## src/rtl/sci_pkg.sv

```systemverilog
package sci_pkg;
   // flag pair observed on one channel
   typedef struct packed {
      logic act;
      logic pol;
   } sci_flag_t;

   localparam int unsigned SCI_FLAG_W = $bits(sci_flag_t);
endpackage

```

## src/rtl/sci_chan_watch.sv

```systemverilog
// Holds the last sampled flag pair of one channel and flags a difference.
module sci_chan_watch
   import sci_pkg::*;
#(
   parameter sci_flag_t RST_FLAGS = '0
) (
   input  logic      clk,
   input  logic      rst_n,
   input  sci_flag_t flags_i,
   output logic      chg_o
);
   sci_flag_t prev_q;

   always_ff @(posedge clk or negedge rst_n) begin
      if (!rst_n) prev_q <= RST_FLAGS;
      else        prev_q <= flags_i;
   end

   assign chg_o = (flags_i != prev_q);
endmodule

```

## src/rtl/sci_status_bank.sv

```systemverilog
// Sticky status bits: clear by request, set wins over clear.
module sci_status_bank #(
   parameter int unsigned NUM_CH = 4
) (
   input  logic              clk,
   input  logic              rst_n,
   input  logic [NUM_CH-1:0] set_i,
   input  logic [NUM_CH-1:0] clr_i,
   output logic [NUM_CH-1:0] status_o
);
   for (genvar g = 0; g < NUM_CH; g++) begin : g_bit
      logic bit_q;
      always_ff @(posedge clk or negedge rst_n) begin
         if (!rst_n)          bit_q <= 1'b0;
         else if (set_i[g])   bit_q <= 1'b1;
         else if (clr_i[g])   bit_q <= 1'b0;
      end
      assign status_o[g] = bit_q;
   end
endmodule

```

## src/rtl/sci_irq_gen.sv

```systemverilog
// Mask register and interrupt combine; IRQ_REG picks registered or direct output.
module sci_irq_gen #(
   parameter int unsigned NUM_CH   = 4,
   parameter bit          IRQ_REG  = 1'b1,
   parameter logic [NUM_CH-1:0] MASK_RST = '1
) (
   input  logic              clk,
   input  logic              rst_n,
   input  logic              mask_we_i,
   input  logic [NUM_CH-1:0] mask_d_i,
   input  logic [NUM_CH-1:0] status_i,
   output logic [NUM_CH-1:0] mask_o,
   output logic              irq_o
);
   logic [NUM_CH-1:0] mask_q;
   logic              any_open;

   always_ff @(posedge clk or negedge rst_n) begin
      if (!rst_n)         mask_q <= MASK_RST;
      else if (mask_we_i) mask_q <= mask_d_i;
   end

   assign any_open = |(status_i & ~mask_q);
   assign mask_o   = mask_q;

   if (IRQ_REG) begin : g_irq_reg
      logic irq_q;
      always_ff @(posedge clk or negedge rst_n) begin
         if (!rst_n) irq_q <= 1'b0;
         else        irq_q <= any_open;
      end
      assign irq_o = irq_q;
   end else begin : g_irq_comb
      assign irq_o = any_open;
   end
endmodule

```

## src/rtl/sync_chg_irq.sv

```systemverilog
module sync_chg_irq
   import sci_pkg::*;
#(
   parameter int unsigned NUM_CH  = 4,
   parameter int unsigned ADDR_W  = 8,
   parameter int unsigned DATA_W  = 8,
   parameter bit          IRQ_REG = 1'b1,
   parameter logic [ADDR_W-1:0] STAT_ADDR = 'h0,
   parameter logic [ADDR_W-1:0] MASK_ADDR = 'h1
) (
   input  logic              clk,
   input  logic              rst_n,
   input  logic [NUM_CH-1:0] act_i,
   input  logic [NUM_CH-1:0] pol_i,
   input  logic [ADDR_W-1:0] addr_i,
   input  logic [DATA_W-1:0] wdata_i,
   input  logic              wr_en_i,
   output logic [DATA_W-1:0] rdata_o,
   output logic              irq_o
);
   localparam logic [NUM_CH-1:0] MASK_ALL = '1;

   initial begin
      if (NUM_CH < 1 || NUM_CH > DATA_W)
         $fatal(1, "sync_chg_irq: NUM_CH must lie in 1..DATA_W");
      if (STAT_ADDR == MASK_ADDR)
         $fatal(1, "sync_chg_irq: status and mask addresses collide");
   end

   logic [NUM_CH-1:0] chg_vec;
   logic [NUM_CH-1:0] status_vec;
   logic [NUM_CH-1:0] mask_vec;
   logic [NUM_CH-1:0] clr_vec;
   logic              stat_we;
   logic              mask_we;

   // per-channel change detectors
   for (genvar c = 0; c < NUM_CH; c++) begin : g_ch
      sci_flag_t flags;
      assign flags.act = act_i[c];
      assign flags.pol = pol_i[c];
      sci_chan_watch #(.RST_FLAGS('0)) u_watch (
         .clk     (clk),
         .rst_n   (rst_n),
         .flags_i (flags),
         .chg_o   (chg_vec[c])
      );
   end

   assign stat_we = wr_en_i && (addr_i == STAT_ADDR);
   assign mask_we = wr_en_i && (addr_i == MASK_ADDR);
   assign clr_vec = stat_we ? wdata_i[NUM_CH-1:0] : '0;

   if (NUM_CH < DATA_W) begin : g_wd_unused
      logic unused_wdata_hi;
      assign unused_wdata_hi = ^wdata_i[DATA_W-1:NUM_CH];
   end

   sci_status_bank #(.NUM_CH(NUM_CH)) u_status (
      .clk      (clk),
      .rst_n    (rst_n),
      .set_i    (chg_vec),
      .clr_i    (clr_vec),
      .status_o (status_vec)
   );

   sci_irq_gen #(
      .NUM_CH   (NUM_CH),
      .IRQ_REG  (IRQ_REG),
      .MASK_RST (MASK_ALL)
   ) u_irq (
      .clk       (clk),
      .rst_n     (rst_n),
      .mask_we_i (mask_we),
      .mask_d_i  (wdata_i[NUM_CH-1:0]),
      .status_i  (status_vec),
      .mask_o    (mask_vec),
      .irq_o     (irq_o)
   );

   // read mux: unused bits and unmapped addresses give zero
   always_comb begin
      rdata_o = '0;
      if (addr_i == STAT_ADDR)      rdata_o[NUM_CH-1:0] = status_vec;
      else if (addr_i == MASK_ADDR) rdata_o[NUM_CH-1:0] = mask_vec;
   end
endmodule

```

## config.mk

```make
export PLATFORM = sky130hd
export DESIGN_NAME = sync_chg_irq
export DESIGN_NICKNAME = d
export VERILOG_FILES = /design/src/rtl/sci_pkg.sv /design/src/rtl/sci_chan_watch.sv /design/src/rtl/sci_status_bank.sv /design/src/rtl/sci_irq_gen.sv /design/src/rtl/sync_chg_irq.sv
export SDC_FILE = /design/constraint.sdc
export NUM_CORES = 1
export LEC_CHECK = 0
export ABC_AREA = 0
export BUFFER_PORTS_ARGS = -buffer_cell sky130_fd_sc_hd__buf_4
export CAP_MARGIN = 20
export CORE_MARGIN = 2
export CORE_UTILIZATION = 48
export DETAILED_ROUTE_END_ITERATION = 10
export GPL_TIMING_DRIVEN = 0
export PLACE_DENSITY = 0.81
export SYNTH_ARGS = -nofsm -noshare
export SYNTH_HDL_FRONTEND = slang
export SYNTH_SLANG_ARGS = --single-unit
export TNS_END_PERCENT = 30
```

## constraint.sdc

```tcl
create_clock -name clk -period 2.3 [get_ports clk]
set_input_delay 0.46 -clock clk [delete_from_list [all_inputs] [get_ports clk]]
set_output_delay 0.46 -clock clk [all_outputs]
set_load 0.05 [all_outputs]
```

# Yosys cells after proc, flatten, opt, wreduce, memory -nomap -nowiden
# Index checks and enable logic that the tools add are counted.
# word_totals
register_bits	17
inputBits	27
# classes
eq_ne	5
muxes	11
bitwise	2
reduce_logical	8
# op_table
cell	n
$mux 4	3
$eq 8x1->1 const B	1
$logic_not 8->1	1
$mux 1	8
$ne 2x2->1	4
$reduce_bool 2->1	4
$and 4x4->4	1
$not 4->4	1
$reduce_or 4->1	1
$logic_and 1x1->1	2

# Depth between registers and ports, before layout
# logic_depth
depth_word	5
mapped_depth	3
depth_no_buf	3

# Modules after synthesis
# A second synthesis with hierarchy kept.
# hier_totals
hier_cells	78
hier_area_um2	879.6
# modules_own_cells
mod	instances	cells_per_inst	area_per_inst_um2
sci_chan_watch	4	5	71.3
sync_chg_irq	1	28	212.7
sci_irq_gen	1	14	206.4
sci_status_bank	1	16	175.2

# Least setup slack after synthesis
# OpenSTA, ideal clock, no wires.
# synth_timing
path_kind	input-to-output
start	input addr_i[5]
end	output rdata_o[0]
arrival_ns	1.585
required_time_ns	1.840
path_slack_ns	0.255
stages	3
path_buffers	0
cell_sequence	nor4_4 -> nand2_1 -> nor2_1
# synth_between
elab_chain_len	3
word_cells_on_any_way	4
# synth_lines
item	line	text
start: declaration	sync_chg_irq.sv:15	input logic [ADDR_W-1:0] addr_i,
$eq 8x1->1	sync_chg_irq.sv:85	else if (addr_i == MASK_ADDR) rdata_o[NUM_CH-1:0] = mask_vec;
$mux 4	sync_chg_irq.sv:85	
$mux 4 (*)	sync_chg_irq.sv:84	if (addr_i == STAT_ADDR) rdata_o[NUM_CH-1:0] = status_vec;
end: declaration	sync_chg_irq.sv:18	output logic [DATA_W-1:0] rdata_o,
# Mark *: on every way between the ends. The rest lies on a longest branch, timed or not.

# Worst setup path after layout
# layout_timing
start	input addr_i[5]
end	output rdata_o[2]
# Same word-level chain as after synthesis.

==> flow_summary_export.csv <==
group,metric,value,unit
status,status,"finished, final reports clean",
routing,wl,1.312,mm
setup_path,regToRegSetupSlack,1.27,ns
die,die_area,2028,sq um
timing,fin_skew,0.002605,ns
timing,finalHoldViolations,0,
grt,grt_use_met3,4.800,%
timing,hold_slack,0.01640,ns
yosys,avgSynthCellArea,12.06,sq um
setup_path,path_max_fanout,4,
grt,grt_util_met2,24.86,%
grt,grt_pass1_wl,2.166,mm
die,core,1541,sq um
timing,period_share,80.69,%
setup_path,cp.required,1.84,ns
layout,instances_no_fill,116,
layout,finish.net_count,128,
yosys,synth_top_flop_cell,"dfrtp_1",
yosys,ys_seq_area_share,53.25,%
grt,busiest_layer,"met2",
yosys,synth_edf_count,0,
timing,tns,0,ns
clock_tree,cts_root_buf,"clkbuf_4",
die,die_h,45.04,um
clock_tree,htreeDepth,1,
clock_tree,clock-sinks,17,
power_and_ir_drop,fin_total_pwr,0.5645,mW
yosys,synth.most_common_cell,"dfrtp_1",
setup_path,start_kind,"input port",
setup_path,critPathArrivalTime,1.40,ns
layout,drive_above_1_share,45.00,%
setup_path,worst_path_max_delay_cell,"nor4_4",
timing,fmax,0.5388,GHz
die,start_util,52.44,%
routing,num_vias,582,
hold_path,hold_path_class,"in2async",
power_and_ir_drop,p_leak,0.5164,nW
grt,grt_use_met1,17.89,%
setup_path,worstPathCellList,"buf_4, nor4_4, nand2_1, nor2_1, buf_4",
routing,via_per_inst,5.017,
routing,drtAntennaViolNets,0,
layout,area.growth.synth_to_final,31.27,%
yosys,synth.top_cell.area_share,40.25,%
die,io_pins,36,
placement,port_buffers,26,
yosys,synthCells,67,
routing,wl_per_cell,11.31,um
clock_tree,cts_tree,"yes",
grt,grt_usage,15.36,%
placement,dpl.cell_count,112,
placement,place_congestion,0.6997,
die,die_w,45.04,um
yosys,ys_types,19,
clock_tree,clk_pin_slew_worst_paths,0.09,ns
clock_tree,clk_latency,0.28,ns
yosys,synthTopCellsByArea,"dfrtp_1 (40%), dfstp_2 (13%), xor2_1 (8.7%)",
yosys,ys_warn_count,0,
routing,drtIter0Drc,2,
setup_path,max_stage_delay,0.33,ns
timing,period_needed,1.856,ns
timing,setup_viol,0,
grt,antenna_found_initial,0,
grt,grt_pass1_vias,565,
clock_tree,hold_buffers,0,
power_and_ir_drop,powerDensity,532.0,nW/um^2
placement,dp_hpwl,1.091,mm
clock_tree,cts_buffers,3,
routing,drc,0,
yosys,synth_top_cell_by_area,"dfrtp_1",
clock_tree,post_cts_buffers,0,
grt,grt_max_degree,18,
clock_tree,clockBufferDepth,2,
power_and_ir_drop,peakVddDrop,330.5,uV
grt,grt_overflow,0,
yosys,async_flop_share,100.0,%
setup_path,crit_path_frequent_cell,"buf_4",
timing,rsz0062_at_grt,"no",
job,cap_viol_max_count,0,
clock_tree,cts-resized-gates,0,
setup_path,crit_type,"in2out",
yosys,synth.cell_area,808.3,sq um
setup_path,worst_setup_path_end_kind,"output pin",
yosys,synth_seq_cells,17,
die,fp-row-count,14,
yosys,synth_common_cells,"dfrtp_1 (13), nor2_1 (8), xor2_1 (8)",
layout,diodes,0,
timing,slew_viol_final,0,
layout,fillCellCount,127,
routing,first_pass_iters,3,
path summary, 6_finish.rpt:
path                                 startpoint                        end  depth (start not counted)
worst min register to register  u_irq.mask_o[0]                u_irq.irq_o                          1
worst max register to register  u_irq.mask_o[2]                u_irq.irq_o                          3
worst min-delay path                      rst_n  g_ch[3].u_watch.prev_q[0]                          1
min in group clk                       pol_i[3]  g_ch[3].u_watch.prev_q[0]                          1
max in group asynchronous                 rst_n            u_irq.mask_o[1]                          1
worst max-delay path                  addr_i[5]                 rdata_o[2]                          5
layout by cell type, fill, tap and decap left out:
master,instances
o221ai_1,1
or4b_4,1
nor3_1,5
nand2_1,1
a22oi_1,1
inv_1,4
mux2_2,3
clkbuf_4,3
conb_1,4
mux2_1,1
nand4_2,1
dfrtp_1,13
nor4_4,1
mux2i_1,4
buf_4,31
a31oi_1,4
xor2_1,8
dfstp_2,4
clkbuf_1,1
nor3b_4,1
nor2_1,8
state kept, by name (all words and copies together), names as in the netlist:
| name | flops |
|---|---|
| u_status.g_bit.bit_q | 4 |
| u_irq.irq_o | 1 |
| g_ch.u_watch.prev_q | 8 |
| u_irq.mask_o | 4 |
metrics by stage:
| step | area (sq um) | utilization, % | setup slack, ns |
|---|---|---|---|
| floorplan | 819.5 | - | 0.2547 |
| global placement | 1035 | 67.13 | 0.4407 |
| detailed placement | 1035 | 67.13 | 0.4291 |
| CTS | 1061 | 68.83 | 0.4311 |
| global route | 1061 | 68.83 | 0.3537 |
| finish | 1061 | 68.83 | 0.4441 |
report_power, final:
group / internal (mW) / switching [mW] / leakage, nW / total, mW
Clock: 0.0674 / 0.0878 / 0.0150 / 0.155
Combinational: 0.0445 / 0.0475 / 0.323 / 0.0920
Sequential: 0.312 / 0.00542 / 0.178 / 0.317
Total: 0.424 / 0.141 / 0.516 / 0.564
critical path, delay by kind of cell:
kind,cells,cell delay [ns]
and+or+nand+nor,3,0.62
buffers and inverters,2,0.32
logic make-up (layout without fill, tap and decap cells):
| family | count (synthesis) | after routing | share of synthesized area (%) |
|---|---|---|---|
| xor gates and xnor gates | 8 | 8 | 8.669 |
| buffers and inverters | 9 | 39 | 6.501 |
| DFF | 17 | 17 | 53.25 |
| and+or+nand+nor | 18 | 18 | 15.48 |
| AOI/OAI and AO/OA | 6 | 6 | 5.108 |
| muxes | 8 | 8 | 10.53 |
| other | 1 | 4 | 0.4640 |
cell type report:
type	instances	area, sq um	share of cell area (%)
clock buffer	4	26.28	2.476
timing repair buffer	26	195.2	18.40
tap	16	20.02	1.887
buffer	5	37.54	3.538
sequential	17	430.4	40.57
multi-input combinational	44	336.6	31.72
inverter	4	15.01	1.415
metal layers:
layer | vias up | part of all wire (%)
li1 | 289 | -
met1 | 262 | 43
met2 | 29 | 44
met3 | 2 | 12
met4 | 0 | 0.76
met5 | - | 0
Note: power is estimated with default switching activity, not from simulation.
